### config.mk
export PLATFORM = sky130hd
export DESIGN_NAME = tap_window_cal
export DESIGN_NICKNAME = d
export VERILOG_FILES = /design/src/rtl/tap_cal_pkg.sv /design/src/rtl/dwell_timer.sv /design/src/rtl/win_tracker.sv /design/src/rtl/tap_window_cal.sv
export SDC_FILE = /design/constraint.sdc
export NUM_CORES = 1
export LEC_CHECK = 0
export BUFFER_PORTS_ARGS = -buffer_cell sky130_fd_sc_hd__buf_2
export CELL_PAD_IN_SITES_DETAIL_PLACEMENT = 0
export CELL_PAD_IN_SITES_GLOBAL_PLACEMENT = 2
export CORE_MARGIN = 5
export CORE_UTILIZATION = 37
export CTS_CLUSTER_DIAMETER = 60
export DETAILED_ROUTE_END_ITERATION = 6
export PLACE_DENSITY_LB_ADDON = 0.3
export SYNTH_ARGS = -nofsm -noshare
export SYNTH_HDL_FRONTEND = slang
export SYNTH_HIERARCHICAL = 1
export SYNTH_SLANG_ARGS = --single-unit
### constraint.sdc
create_clock -name clk -period 3.39 [get_ports clk]
set_clock_uncertainty 0.1 [all_clocks]
set_input_delay 0.678 -clock clk [delete_from_list [all_inputs] [get_ports clk]]
set_output_delay 0.678 -clock clk [all_outputs]
set_load 0.005 [all_outputs]
### src/rtl/tap_cal_pkg.sv
package tap_cal_pkg;
    typedef enum logic [1:0] {
        CAL_OK     = 2'd0,
        CAL_NOCONV = 2'd1,
        CAL_NARROW = 2'd2
    } cal_status_e;

    typedef enum logic [1:0] {
        TM_NORMAL = 2'd0,
        TM_RAMP_I = 2'd1,
        TM_RAMP_Q = 2'd2
    } test_mode_e;

    typedef enum logic [3:0] {
        S_IDLE, S_LOAD, S_CHK_OFF, S_CHK_ON, S_DWELL,
        S_JUDGE, S_STEP, S_APPLY, S_FINISH
    } cal_state_e;
endpackage

### src/rtl/dwell_timer.sv
module dwell_timer #(
    parameter int CNT_W        = 21,
    parameter int DWELL_CYCLES = 2_000_000
) (
    input  logic clk,
    input  logic rst_n,
    input  logic load,
    input  logic run,
    output logic expired
);
    localparam logic [CNT_W-1:0] RELOAD = CNT_W'(DWELL_CYCLES - 1);

    logic [CNT_W-1:0] cnt;

    always_ff @(posedge clk) begin
        if (!rst_n)
            cnt <= '0;
        else if (load)
            cnt <= RELOAD;
        else if (run && cnt != '0)
            cnt <= cnt - 1'b1;
    end

    assign expired = (cnt == '0);
endmodule

### src/rtl/win_tracker.sv
module win_tracker #(
    parameter int TAP_W    = 5,
    parameter int MIN_SPAN = 4
) (
    input  logic             clk,
    input  logic             rst_n,
    input  logic             clear,
    input  logic             upd,
    input  logic             pass,
    input  logic [TAP_W-1:0] tap,
    output logic             is_open,
    output logic             wide,
    output logic [TAP_W-1:0] span,
    output logic [TAP_W-1:0] centre
);
    logic [TAP_W-1:0] w_lo, w_hi;
    logic [TAP_W:0]   sum;

    always_ff @(posedge clk) begin
        if (!rst_n || clear) begin
            is_open <= 1'b0;
            w_lo    <= '0;
            w_hi    <= '0;
        end else if (upd && pass) begin
            if (!is_open) begin
                is_open <= 1'b1;
                w_lo    <= tap;
            end
            w_hi <= tap;
        end
    end

    assign span   = w_hi - w_lo;
    assign wide   = ({1'b0, span} >= (TAP_W+1)'(MIN_SPAN));
    assign sum    = {1'b0, w_lo} + {1'b0, w_hi};
    assign centre = sum[TAP_W:1];
endmodule

### src/rtl/tap_window_cal.sv
module tap_window_cal
    import tap_cal_pkg::*;
#(
    parameter int TAP_W        = 5,
    parameter int CNT_W        = 21,
    parameter int DWELL_CYCLES = 2_000_000,
    parameter int MIN_SPAN     = 4
) (
    input  logic             clk,
    input  logic             rst_n,
    input  logic             start,
    input  logic             chk_lock_i,
    input  logic             chk_err_i,
    input  logic             chk_lock_q,
    input  logic             chk_err_q,
    output logic             busy,
    output logic             done,
    output logic [1:0]       status,
    output logic [TAP_W-1:0] dly_tap,
    output logic             dly_load,
    output logic             chk_enable,
    output logic [1:0]       test_mode,
    output logic [TAP_W-1:0] win_width
);
    localparam logic [TAP_W-1:0] LAST_TAP = {TAP_W{1'b1}};
    localparam logic [TAP_W-1:0] MID_TAP  = TAP_W'(1 << (TAP_W - 1));

    cal_state_e       state, nxt;
    cal_status_e      stat_q;
    logic [TAP_W-1:0] sweep_tap;
    logic             chan_q, pass_i, tap_pass;
    logic             expired, trk_clear, trk_upd, q_pass;
    logic             is_open, wide, end_sweep;
    logic [TAP_W-1:0] span, centre;

    assign q_pass    = pass_i && chk_lock_q && !chk_err_q;
    assign trk_clear = (state == S_IDLE) && start;
    assign trk_upd   = (state == S_JUDGE) && chan_q;
    assign end_sweep = (!tap_pass && is_open && wide) || (sweep_tap == LAST_TAP);

    dwell_timer #(.CNT_W(CNT_W), .DWELL_CYCLES(DWELL_CYCLES)) i_dwell (
        .clk(clk), .rst_n(rst_n),
        .load(state == S_CHK_ON), .run(state == S_DWELL),
        .expired(expired)
    );

    win_tracker #(.TAP_W(TAP_W), .MIN_SPAN(MIN_SPAN)) i_win (
        .clk(clk), .rst_n(rst_n), .clear(trk_clear),
        .upd(trk_upd), .pass(q_pass), .tap(sweep_tap),
        .is_open(is_open), .wide(wide), .span(span), .centre(centre)
    );

    always_comb begin
        nxt = state;
        unique case (state)
            S_IDLE:    if (start) nxt = S_LOAD;
            S_LOAD:    nxt = S_CHK_OFF;
            S_CHK_OFF: nxt = S_CHK_ON;
            S_CHK_ON:  nxt = S_DWELL;
            S_DWELL:   if (expired) nxt = S_JUDGE;
            S_JUDGE:   nxt = chan_q ? S_STEP : S_CHK_OFF;
            S_STEP: begin
                if (!end_sweep)               nxt = S_LOAD;
                else if (is_open && wide)     nxt = S_APPLY;
                else                          nxt = S_FINISH;
            end
            S_APPLY:   nxt = S_FINISH;
            S_FINISH:  nxt = S_IDLE;
            default:   nxt = S_IDLE;
        endcase
    end

    // State register and sweep datapath
    always_ff @(posedge clk) begin
        if (!rst_n) begin
            state     <= S_IDLE;
            sweep_tap <= '0;
            chan_q    <= 1'b0;
            pass_i    <= 1'b0;
            tap_pass  <= 1'b0;
            stat_q    <= CAL_OK;
            dly_tap   <= MID_TAP;
        end else begin
            state <= nxt;
            unique case (state)
                S_IDLE: if (start) begin
                    sweep_tap <= '0;
                    dly_tap   <= '0;
                    chan_q    <= 1'b0;
                end
                S_JUDGE: begin
                    if (!chan_q) begin
                        pass_i <= chk_lock_i && !chk_err_i;
                        chan_q <= 1'b1;
                    end else begin
                        tap_pass <= q_pass;
                        chan_q   <= 1'b0;
                    end
                end
                S_STEP: begin
                    if (!end_sweep) begin
                        sweep_tap <= sweep_tap + 1'b1;
                        dly_tap   <= sweep_tap + 1'b1;
                    end else if (!is_open) begin
                        stat_q <= CAL_NOCONV;
                    end else if (!wide) begin
                        stat_q <= CAL_NARROW;
                    end else begin
                        stat_q  <= CAL_OK;
                        dly_tap <= centre;
                    end
                end
                default: ;
            endcase
        end
    end

    // Outputs decoded from state
    always_comb begin
        busy       = (state != S_IDLE);
        done       = (state == S_FINISH);
        dly_load   = (state == S_LOAD) || (state == S_APPLY);
        chk_enable = (state == S_CHK_ON) || (state == S_DWELL) || (state == S_JUDGE);
        test_mode  = TM_NORMAL;
        unique case (state)
            S_CHK_OFF, S_CHK_ON, S_DWELL, S_JUDGE:
                test_mode = chan_q ? TM_RAMP_Q : TM_RAMP_I;
            default: ;
        endcase
        status    = stat_q;
        win_width = span;
    end
endmodule

# After elaboration in Yosys (flattened, before gate mapping)
# Cells that the tools add are included.
# totals
mem_bits_rw,0
input_bits,7
out_inout_bits,18
mem_count,0
elab_cells,92
romBits,0
register_bits,51
latch_bits,0
# op_classes
n_bitwise,3
n_eq_ne,14
mul,0
addsub,4
shift,0
n_reduce_logical,36
n_mux,22
div_mod_pow,0
n_lt_le_gt_ge,1
# op_table
op,count
21-bit 2-to-1 mux,2
4-bit one-hot mux with 8 select lines,1
5-bit 2-to-1 mux,5
21-bit zero test,1
21-bit nonzero test,1
21-bit by 1-bit subtractor with 21-bit output (second input constant),1
5-bit one-hot mux with 2 select lines,2
4-bit by 3-bit equality test with 1-bit output (second input constant),4
4-bit 2-to-1 mux,4
2-bit AND reduction,6
1-bit logical AND,10
4-bit by 2-bit equality test with 1-bit output (second input constant),2
2-bit 2-to-1 mux,4
5-bit by 5-bit adder with 6-bit output,1
2-bit inequality test (second input constant),3
2-bit nonzero test,3
5-bit by 1-bit adder with 5-bit output (second input constant),1
5-bit equality test (second input constant),1
5-bit by 3-bit greater-or-equal comparator with 1-bit output (second input constant),1
1-bit logical OR,5
5-bit subtractor,1
4-bit by 1-bit equality test with 1-bit output (second input constant),1
4-bit equality test (second input constant),1
1-bit zero test,4
other kinds (12),15

# Longest topological paths before layout
# Gate-level depths: netlist (run 1).
# logic_depth
ltp_word,6
depth_mapped,10
depth_no_buf,10

# Hierarchy
# Netlist (run 1), hierarchy kept.
# by_module_without_submodules
module,area_per_inst_um2,seq_area_each_um2,instances,cells_per_inst
dwell_timer,1141.1,420.4,1,119
tap_window_cal,1076.0,380.4,1,132
win_tracker,768.2,220.2,1,89

# Worst setup path after synthesis (run 1)
# Ideal clock, no wire load.
# synth_timing
kind,register -> register
from,register i_win.w_hi[0]
to,register dly_tap[3]
stages_incl_launch_ff,11
required_ns,3.203
slack_ns,0.852
arrival_ns,2.351
period_less_slack_ns,2.538
path_buffers,0
setup_time_ns,0.087
cell_sequence,dfxtp_1 inv_1 ha_1 fa_1 a21oi_1 o221ai_1 a211o_1 a21bo_2 a221oi_1 nand2_1 o31ai_1
# synth_via
elab_chain_cells,6
elab_cells_between_ends,12
cone_classes,add/sub (2); order compare (1); eq/ne (2); mux (4); reduce/logical (3)
# synth_lines
element,line,source
"start, declared",win_tracker.sv:16,"logic [TAP_W-1:0] w_lo, w_hi;"
"start signal, assigned",win_tracker.sv:29,w_hi <= tap;
5-bit subtractor (*),win_tracker.sv:33,assign span = w_hi - w_lo;
5-bit by 3-bit greater-or-equal comparator with 1-bit output (*),win_tracker.sv:34,"assign wide = ({1'b0, span} >= (TAP_W+1)'(MIN_SPAN));"
net wide,tap_window_cal.sv:33,"logic is_open, wide, end_sweep;"
1-bit logical AND,tap_window_cal.sv:39,assign end_sweep = (!tap_pass && is_open && wide) || (sweep_tap == LAST_TAP);
1-bit logical OR,tap_window_cal.sv:39,
"3-bit by 2-bit inequality test with 1-bit output (no source line), or another cell as far along",--,
4-bit AND reduction (no source line) / 5-bit one-hot mux with 2 select lines (equally long branches),--,
"end signal, assigned",tap_window_cal.sv:103,dly_tap <= sweep_tap + 1'b1;
"end signal, assigned",tap_window_cal.sv:110,dly_tap <= centre;
"end, declared",tap_window_cal.sv:19,"output logic [TAP_W-1:0] dly_tap,"
# Mark *: on every way through the listed nets, which the timed path passes. The rest lies on a longest branch. The select of a mux whose other input is x is not followed.
# A chain may end at the register's enable or synchronous reset.

# Final worst setup path (run 1)
# layout_timing
from,register i_win.w_hi[0]
to,register dly_tap[1]
# Same word-level chain as after synthesis.

==> insert_results.sql, run 1 <==
INSERT INTO impl_metrics (metric_group, metric, value, unit) VALUES
('global_routing', 'gr-total-overflow', '0', ''),
('global_routing', 'first_global_vias', '2322', ''),
('placed_design', 'detailed_place_hpwl', '5150', 'um'),
('yosys', 'syn_nets', '362', ''),
('die', 'dieArea', '9970', 'um^2'),
('timing', 'timing.final.crit_share', '83.5', '%'),
('yosys', 'postSynth.asyncResetShare', '0', '%'),
('yosys', 'post_synth_inst_count', '340', ''),
('yosys', 'seq_area_frac_synth', '34.2', '%'),
('power', 'ir_drop', '0.146', 'mV'),
('final_layout', 'design.final.nets', '383', ''),
('yosys', 'synth-edff-count', '0', ''),
('job', 'cap_violations', '0', ''),
('drt', 'initialDrtViolationCount', '83', ''),
('final_layout', 'final_cell_mix', '51 x dfxtp_1, 29 x nor2_1, 24 x buf_2', ''),
('global_routing', 'first_pass_grt_wire_length', '11800', 'um'),
('clock_tree', 'cts_tree', 'done', ''),
('global_routing', 'antenna_found_initial', '0', ''),
('timing', 'totalNegativeSetupSlack', '0', 'ps'),
('placed_design', 'place.port_buffers', '24', ''),
('yosys', 'syn_avg_cell_area', '8.78', 'um^2'),
('final_layout', 'drive_above_1_share', '14.4', '%'),
('clock_tree', 'cts_inserted_buffers', '5', ''),
('worst_setup_path', 'end_kind', 'flip-flop', ''),
('die', 'core-area', '7810', 'um^2'),
('clock_tree', 'hold_buffers', '0', ''),
('drt', 'routedWlPerCell', '15.0', 'um'),
('worst_setup_path', 'slowest_delay', '490', 'ps'),
('drt', 'ant_nets', '0', ''),
('timing', 'setup_repair_after_global_routing_missed_its_margin', 'false', ''),
('worst_setup_path', 'crit_start', 'i_win/w_hi[0]', ''),
('timing', 'timing_worst_slew_pin_value', '972', 'ps'),
('power', 'finalPower', '1250', 'uW'),
('yosys', 'synth.distinct_cells', '59', ''),
('clock_tree', 'clock-sinks', '51', ''),
('die', 'dieWidth', '99.8', 'um'),
('clock_tree', 'postCtsResizedCells', '0', ''),
('drt', 'detail_route.vias_per_cell', '5.27', ''),
('final_layout', 'area_of_the_multi_input_gates', '1810', 'um^2'),
('yosys', 'synthFlopType', 'dfxtp_1', ''),
('worst_setup_path', 'critPathRequiredTime', '3510', 'ps'),
('final_layout', 'fillerInstances', '794', ''),
('timing', 'relSlewSlack', '34.6', '%'),
('global_routing', 'grt_start_max_net_pins', '30', ''),
('placed_design', 'gp_congestion', '0.791', ''),
('worst_setup_path', 'timing.critical_path.cells', 'inv_1 -> ha_1 -> fa_1 -> a21oi_1 -> o221ai_1 -> a211o_1 -> a21bo_2 -> a221oi_1 -> nand2_1 -> o21ai_0', ''),
('status', 'run_status', 'finished, final reports clean', ''),
('yosys', 'yosys_warnings', '6', ''),
('final_layout', 'area_growth_syn_to_fin', '10.3', '%'),
('die', 'top_level_ports', '25', ''),
('timing', 'slew_violations', '0', ''),
('drt', 'post-route-drc-count', '0', ''),
('worst_setup_path', 'reg2reg_from', 'i_win/w_hi[0]', ''),
('final_layout', 'layout.area.seq', '1020', 'um^2'),
('power', 'power_density', '380', 'nW/um^2'),
('die', 'initial_core_utilization', '38.2', '%'),
('min_path', 'min_path_type', 'flip-flop to flip-flop', ''),
('clock_tree', 'clockRootBuffer', 'clkbuf_8', ''),
('clock_tree', 'clk_path_buf_depth', '2', ''),
('yosys', 'post-synth-top-area-fraction', '34.2', '%'),
('timing', 'fin_crit', '2830', 'ps'),
('min_path', 'worst_hold_startpoint', 'i_win/w_hi[4]', ''),
('worst_setup_path', 'critical_path.max_fanout', '4', ''),
('die', 'floorplan.die.height', '99.8', 'um'),
('die', 'floorplan.rows', '32', ''),
('timing', 'timing.final.hold_violations', '0', ''),
('clock_tree', 'cts_htree_levels', '2', ''),
('worst_setup_path', 'critical_path.startpoint_type', 'flip-flop', ''),
('drt', 'drt_pass1_iterations', '4', ''),
('global_routing', 'grt_usage', '14.5', '%'),
('final_layout', 'most_common_cell_after_layout_fill_and_taps_aside', 'dfxtp_1', '');
==> power by group <==
| part | internal (uW) | switching (uW) | total, uW |
|---|---|---|---|
| registers | 618 | 25.1 | 643 |
| logic | 92.1 | 157 | 249 |
| clock network | 161 | 198 | 359 |
==> area by class of cell <==
class | instances | area share, %
clock buffers | 6 | 2.51
clock inverters | 1 | 0.152
inverters | 21 | 2.39
multi-input cells | 251 | 54.8
flip-flops and latches | 51 | 31.0
well taps | 102 | 3.88
repair buffers | 31 | 5.24
==> cells by family after synthesis <==
family / Yosys count / share of synthesized area [%]
and+or+nand+nor: 122 / 22.7
muxes: 13 / 4.36
buffers and inverters: 38 / 5.32
AOI/OAI and AO/OA: 80 / 20.5
DFF: 51 / 34.2
adders and majority gates: 15 / 6.79
xor gates and xnor gates: 21 / 6.16
==> critical path, delay by kind of cell (launching register included) <==
family,cells,cell delay [ps]
flops,1,380
buf+inv,1,60
simple gates,1,90
fa+ha+maj,2,690
compound gates,6,1440
==> Yosys cell counts, drive strengths merged, types with 10 or more instances <==
cell type	number
ha	13
nand2	22
nor2	29
o31a	10
o21a	10
xor2	10
nand3	13
inv	21
xnor2	11
mux2i	13
a21oi	21
dfxtp	51
==> metal layers <==
layer,vias up,share of wire [%],routed length [um],track usage (%)
met5,-,0,0,0
met4,0,0.63,44,3.15
met3,5,3.0,209,2.78
met2,35,45,3150,24.0
met1,1133,51,3530,19.5
li1,1268,-,-,-
==> per-stage QoR <==
stage	setup WS (ps)	std cells	util [%]	instance area (um^2)
after floorplan	852	340	-	2990
after global placement	626	456	41.1	3210
after detailed placement	570	456	41.1	3210
after CTS	551	463	42.2	3290
after global routing	247	463	42.2	3290
final	559	463	42.2	3290
==> flip-flops by register name, summed over array words and instances, names as in the netlist, 2 cells and up <==
register and cells:
i_win/w_lo 5, status 2, state 4, dly_tap 5, i_dwell/cnt 21, sweep_tap 5, i_win/w_hi 5
==> path summary, 6_finish.rpt <==
path                                      end  slack, ps  depth (start not counted)
worst max-delay path               dly_tap[1]        560                         10
worst min-delay path            i_win/w_hi[4]        380                          2
worst max register to register     dly_tap[1]        560                         10
worst min register to register  i_win/w_hi[4]        380                          2
Power figures use the tool's default switching activity.
==> inputs of run 2 (changes only) <==
ABC_AREA = 1   (was default)
CORE_UTILIZATION = 30   (was 37)
clock period = 2.44 ns   (was 3.39 ns; I/O delays follow)
==> run 2 against run 1 <==
Total power up 150%. Critical path type is now flip-flop to output port. Combinational power rose to 5.9 times the previous value. Utilization down 7.6 points. Sequential power up 59%. Design area up 14%. Flip-flop and latch count unchanged. Non-clock buffer count up 1.
==> insert_results.sql, run 2 <==
INSERT INTO impl_metrics (metric_group, metric, value, unit) VALUES
('status', 'run_status', 'finished, final reports clean', ''),
('yosys', 'mapped_area', '3340', 'um^2'),
('clock_tree', 'clk_lat_worst_skew', '320', 'ps'),
('global_routing', 'first_pass_grt_wire_length', '14100', 'um'),
('placed_design', 'place.detailed.instances', '661', ''),
('final_layout', 'design.final.nets', '550', ''),
('global_routing', 'gr-total-overflow', '0', ''),
('global_routing', 'grt_start_max_net_pins', '16', ''),
('timing', 'fin_worst_hold_slack', '353', 'ps'),
('worst_setup_path', 'timing.critical_path.max_delay_family', 'adder cells', ''),
('worst_setup_path', 'critical_path.startpoint_type', 'flip-flop', ''),
('drt', 'detail_route.vias_per_cell', '4.50', ''),
('yosys', 'post_synth_inst_count', '498', ''),
('yosys', 'synth_most_common_cell', 'nand2_1', ''),
('worst_setup_path', 'critPathArrivalTime', '1740', 'ps'),
('die', 'dieArea', '13300', 'um^2'),
('final_layout', 'fillerInstances', '1214', ''),
('job', 'cap_violations', '0', ''),
('timing', 'relSlewSlack', '70.1', '%'),
('final_layout', 'most_common_cell_after_layout_fill_and_taps_aside', 'nand2_1', ''),
('clock_tree', 'cts_inserted_buffers', '5', ''),
('global_routing', 'first_global_vias', '2908', ''),
('final_layout', 'n_antenna_cell', '0', ''),
('drt', 'postRouteWirelength', '8370', 'um'),
('timing', 'max_freq', '0.430', 'GHz'),
('worst_setup_path', 'end_kind', 'output port', ''),
('yosys', 'postSynth.asyncResetShare', '0', '%'),
('timing', 'timing.final.crit_share', '95.4', '%'),
('global_routing', 'antenna_found_initial', '0', ''),
('timing', 'totalNegativeSetupSlack', '0', 'ps'),
('final_layout', 'layout.area.seq', '1020', 'um^2'),
('final_layout', 'largest_register_ff_count', '21', ''),
('yosys', 'syn_nets', '520', ''),
('timing', 'timing.final.hold_violations', '0', ''),
('yosys', 'post-synth-top-area-fraction', '30.6', '%'),
('timing', 'setup_viol', '0', ''),
('die', 'floorplan.die.height', '115', 'um'),
('yosys', 'netlist_top_cells_area', 'dfxtp_1 31%, nand2_1 13%, inv_1 8.2%', ''),
('yosys', 'synth.distinct_cells', '35', ''),
('clock_tree', 'hold_buffers', '0', ''),
('clock_tree', 'clock-sinks', '51', ''),
('yosys', 'netlist_top_cells_count', '112 x nand2_1, 73 x inv_1, 72 x nor2_1', ''),
('clock_tree', 'clk_path_buf_depth', '2', ''),
('timing', 'fin_crit', '2330', 'ps'),
('clock_tree', 'cts_tree', 'done', ''),
('power', 'ir_drop', '0.555', 'mV'),
('drt', 'ant_nets', '0', ''),
('clock_tree', 'post-cts-setup-buffer-count', '0', ''),
('min_path', 'min_path_type', 'input pin to flip-flop', ''),
('die', 'dieWidth', '115', 'um'),
('final_layout', 'area_of_the_multi_input_gates', '1970', 'um^2'),
('clock_tree', 'clock_transition_time_at_the_flip_flop_clock_pins_of_the_worst_setup_and_hold_paths', '100', 'ps'),
('worst_setup_path', 'slowest_delay', '360', 'ps'),
('die', 'initial_core_utilization', '30.7', '%'),
('power', 'power_density', '824', 'nW/um^2'),
('die', 'core-area', '10900', 'um^2'),
('yosys', 'yosysTopAreaCell', 'dfxtp_1', ''),
('worst_setup_path', 'timing.critical_path.cells', 'inv_2 -> ha_4 -> fa_2 -> inv_1 -> nand3_1 -> nand2_1 -> nand2_1 -> nand2_2 -> inv_1 -> buf_2', ''),
('die', 'top_level_ports', '25', ''),
('yosys', 'synth-edff-count', '0', ''),
('final_layout', 'final_cell_mix', '111 x nand2_1, 72 x nor2_1, 72 x inv_1', ''),
('worst_setup_path', 'critical_path.max_fanout', '2', ''),
('worst_setup_path', 'path_buf_inv', '4', ''),
('timing', 'slew_violations', '0', ''),
('clock_tree', 'cts_htree_levels', '2', ''),
('yosys', 'ys_seq_elements', '51', ''),
('drt', 'initialDrtViolationCount', '87', ''),
('drt', 'post-route-drc-count', '0', ''),
('drt', 'drt_pass1_iterations', '4', ''),
('worst_setup_path', 'critPathRequiredTime', '1850', 'ps'),
('yosys', 'synthFlopType', 'dfxtp_1', ''),
('final_layout', 'area_growth_syn_to_fin', '12.7', '%'),
('timing', 'timing_worst_slew_pin_value', '449', 'ps'),
('placed_design', 'place.port_buffers', '24', ''),
('worst_setup_path', 'timing.critical_path.slowest_stage_cell', 'fa_2', ''),
('final_layout', 'filler_free_cell_count_of_the_finished_design', '668', ''),
('placed_design', 'detailed_place_hpwl', '6640', 'um'),
('yosys', 'seq_area_frac_synth', '30.6', '%'),
('power', 'leakage', '0.00186', 'uW'),
('worst_setup_path', 'ws_path_type', 'flip-flop to output port', ''),
('drt', 'routedWlPerCell', '12.5', 'um'),
('global_routing', 'grt_usage', '13.2', '%'),
('final_layout', 'drive_above_1_share', '17.4', '%'),
('drt', 'via_count', '3003', ''),
('clock_tree', 'clockRootBuffer', 'clkbuf_8', ''),
('placed_design', 'gp_congestion', '0.805', ''),
('yosys', 'syn_avg_cell_area', '6.70', 'um^2'),
('yosys', 'yosys_warnings', '6', ''),
('final_layout', 'max_flop_register', 'i_dwell/cnt', ''),
('die', 'floorplan.rows', '38', '');
==> run 2: cell count changes after synthesis, sizes merged, moves of 10 or more <==
cell,previous run,this run
nand2,22,127
inv,21,80
nor2,29,87
nand3,13,40
a21oi,21,36
mux2i,13,0
o21a,10,0
o31a,10,0
==> run 2: cells by family (layout without fill, tap and decap cells) <==
kind of cell,after synthesis,after routing,share of synthesized area [%]
AOI/OAI and AO/OA,58,58,9.56
xor gates and xnor gates,16,16,4.20
adders and majority gates,15,15,6.07
buffers and inverters,91,121,11.5
DFF,51,51,30.6
and+or+nand+nor,267,267,38.1
==> run 2: what timing repair did <==
action,CTS,global route
resized for setup,2,9
pin swaps,0,2
setup endpoints to repair,8,15
==> run 2: metrics by stage <==
step | util (%) | worst slack (ps) | instance area [um^2] | total power [uW]
after CTS | 34.3 | 37.8 | 3730 | 3170
after global routing | 34.6 | -8.14 | 3760 | 3400
final | 34.6 | 112 | 3760 | 3100
after floorplan | - | 277 | 3340 | 2140
after detailed placement | 33.2 | 4.59 | 3620 | 2530
after global placement | 33.2 | 94.1 | 3620 | 2540
==> run 2: worst register-to-register path, stage by stage, from the launching register on <==
cell and delay, ps:
dfxtp_2 350, inv_2 50, ha_4 160, fa_2 360, inv_1 60, nand3_1 80
nand3_1 110, nand2_2 70, nand3_2 110, nand3_2 100, nand2_4 160, nand2_2 90
inv_2 100, nand2_1 50, nand2_1 60, nor2_1 40, nor2_1 100
==> run 2: final timing paths <==
path / from / endpoint / slack, ps / cells past startpoint
max reg2reg: i_win/w_hi[0] / dly_tap[2] / 240 / 16
min: chk_lock_i / pass_i / 350 / 3
min reg2reg: status[0] / status[0] / 370 / 2
max: i_win/w_hi[0] / win_width[4] / 110 / 10
==> run 2: power by group <==
group	internal (uW)	switching, uW
registers	930	88.6
logic	536	940
clock network	300	305
total	1770	1330
==> run 2: final cells by class <==
| cell class | count | share of cell area, % |
|---|---|---|
| multi-input cells | 356 | 52.3 |
| repair buffers | 32 | 4.79 |
| flip-flops and latches | 51 | 27.2 |
| clock buffers | 5 | 1.83 |
| clock inverters | 2 | 0.998 |
| inverters | 82 | 8.18 |
| well taps | 140 | 4.66 |
==> run 2: per-layer routing <==
| layer | vias up | track usage (%) | routed length, um |
|---|---|---|---|
| li1 | 1609 | - | - |
| met1 | 1364 | 16.5 | 3890 |
| met2 | 24 | 23.6 | 4210 |
| met3 | 6 | 2.56 | 197 |
| met4 | 0 | 3.05 | 70 |
| met5 | - | 0 | 0 |
==> inputs of run 3 (changes only) <==
SETUP_SLACK_MARGIN = 0.3   (was default)
==> run 3 against run 2 <==
Combinational power rose by 7%. Utilization rose by 2.3 points. Clock power fell by 0.8%. Worst setup slack got worse by 44 ps. Critical endpoint is now win_width[2]. Register-to-register slack got worse by 90 ps.
==> insert_results.sql, run 3 (synthesis gave the netlist of run 2 again) <==
INSERT INTO impl_metrics (metric_group, metric, value, unit) VALUES
('final_layout', 'area_growth_syn_to_fin', '20.3', '%'),
('worst_setup_path', 'critPathRequiredTime', '1850', 'ps'),
('timing', 'timing.final.crit_share', '97.2', '%'),
('clock_tree', 'clockRootBuffer', 'clkbuf_8', ''),
('worst_setup_path', 'critical_path.startpoint_type', 'flip-flop', ''),
('drt', 'initialDrtViolationCount', '90', ''),
('die', 'floorplan.die.height', '115', 'um'),
('timing', 'timing.final.hold_violations', '0', ''),
('die', 'floorplan.rows', '38', ''),
('timing', 'setup_repair_after_global_routing_missed_its_margin', 'true', ''),
('global_routing', 'grt_start_max_net_pins', '15', ''),
('placed_design', 'detailed_place_hpwl', '6590', 'um'),
('timing', 'relSlewSlack', '68.8', '%'),
('clock_tree', 'clock_transition_time_at_the_flip_flop_clock_pins_of_the_worst_setup_and_hold_paths', '100', 'ps'),
('final_layout', 'fillerInstances', '1197', ''),
('final_layout', 'largest_register_ff_count', '21', ''),
('power', 'power_density', '801', 'nW/um^2'),
('timing', 'slew_violations', '0', ''),
('timing', 'setup_viol', '0', ''),
('die', 'top_level_ports', '25', ''),
('global_routing', 'antenna_found_initial', '0', ''),
('global_routing', 'grt_usage', '13.6', '%'),
('global_routing', 'first_pass_grt_wire_length', '14600', 'um'),
('timing', 'timing_worst_slew_pin_value', '468', 'ps'),
('clock_tree', 'cts_tree', 'done', ''),
('die', 'dieArea', '13300', 'um^2'),
('global_routing', 'first_global_vias', '3053', ''),
('clock_tree', 'cts_inserted_buffers', '5', ''),
('drt', 'postRouteWirelength', '8650', 'um'),
('final_layout', 'drive_above_1_share', '25.4', '%'),
('worst_setup_path', 'critPathArrivalTime', '1780', 'ps'),
('clock_tree', 'hold_buffers', '0', ''),
('clock_tree', 'clk_path_buf_depth', '2', ''),
('drt', 'ant_nets', '0', ''),
('global_routing', 'gr-total-overflow', '0', ''),
('placed_design', 'gp_congestion', '0.795', ''),
('die', 'initial_core_utilization', '30.7', '%'),
('job', 'cap_violations', '0', ''),
('die', 'core-area', '10900', 'um^2'),
('clock_tree', 'clk_lat_worst_skew', '310', 'ps'),
('final_layout', 'design.final.nets', '558', ''),
('min_path', 'min_path_type', 'input pin to flip-flop', ''),
('timing', 'max_freq', '0.422', 'GHz'),
('timing', 'fin_crit', '2370', 'ps'),
('final_layout', 'max_flop_register', 'i_dwell/cnt', ''),
('status', 'run_status', 'finished, final reports clean', ''),
('drt', 'post-route-drc-count', '0', ''),
('drt', 'drt_pass1_iterations', '4', ''),
('timing', 'totalNegativeSetupSlack', '0', 'ps'),
('power', 'ir_drop', '0.490', 'mV'),
('final_layout', 'final_cell_mix', '103 x nand2_1, 66 x inv_1, 65 x nor2_1', ''),
('final_layout', 'most_common_cell_after_layout_fill_and_taps_aside', 'nand2_1', ''),
('clock_tree', 'cts_htree_levels', '2', ''),
('worst_setup_path', 'critical_path.max_fanout', '2', ''),
('drt', 'routedWlPerCell', '12.8', 'um'),
('drt', 'via_count', '3079', ''),
('final_layout', 'n_antenna_cell', '0', ''),
('drt', 'detail_route.vias_per_cell', '4.55', ''),
('placed_design', 'place.port_buffers', '24', ''),
('placed_design', 'place.detailed.instances', '660', ''),
('power', 'leakage', '0.00196', 'uW'),
('worst_setup_path', 'end_kind', 'output port', ''),
('clock_tree', 'clock-sinks', '51', ''),
('die', 'dieWidth', '115', 'um'),
('worst_setup_path', 'ws_path_type', 'flip-flop to output port', ''),
('final_layout', 'filler_free_cell_count_of_the_finished_design', '676', '');
## run 3: area by class of cell
type	instances	area (um^2)	share of cell area [%]
well taps	140	175	4.36
inverters	82	318	7.91
repair buffers	39	249	6.20
flip-flops and latches	51	1040	25.9
clock buffers	6	72.6	1.81
clock inverters	1	30.0	0.748
multi-input cells	357	2130	53.1
## run 3: what timing repair did
action,in CTS,in global routing
endpoints found under the setup margin,21,22
gates resized for setup,36,35
cloned,1,0
setup buffers,3,5
hold endpoints to repair,0,0
pin swaps,9,19
## run 3: routing by layer
metal	vias to the layer above	global-route usage (%)	part of all wire, %
met2	15	25.4	52
met1	1428	16.4	46
met3	8	2.25	2.0
met4	0	3.13	0.89
li1	1628	-	-
met5	-	0	0
## run 3: per-stage QoR
stage               total power [uW]  utilization, %  hold WS [ps]  setup WS, ps  area [um^2]
global route                    3520            36.9           352          16.4         4020
finish                          3220            36.9           348          68.3         4020
CTS                             3200            35.3           333           150         3850
floorplan                       2140               -           329           311         3340
detailed placement              2540            33.2           357          62.1         3620
global placement                2540            33.2           355           137         3620
## run 3: where the power goes
part | leakage, uW | total (uW) | internal [uW] | switching [uW]
combinational | 0.00149 | 1590 | 582 | 1010
sequential | 0.000418 | 1030 | 935 | 92.6
clock | 0.0000513 | 600 | 302 | 298
total | 0.00196 | 3220 | 1820 | 1400
## run 3: worst max-delay path, stage by stage (launching register included)
cell and delay, ps:
dfxtp_2 340, inv_2 50, ha_4 150, fa_2 400, xor2_1 330, inv_1 70
buf_2 130
## run 3: worst paths after layout
path                               startpoint           end  cells after the start  slack, ps
worst min-delay path                chk_err_i        pass_i                      4        350
worst min register to register         pass_i        pass_i                      2        370
worst max register to register  i_win/w_hi[0]    dly_tap[1]                     16        150
worst max-delay path            i_win/w_hi[0]  win_width[2]                      6         70
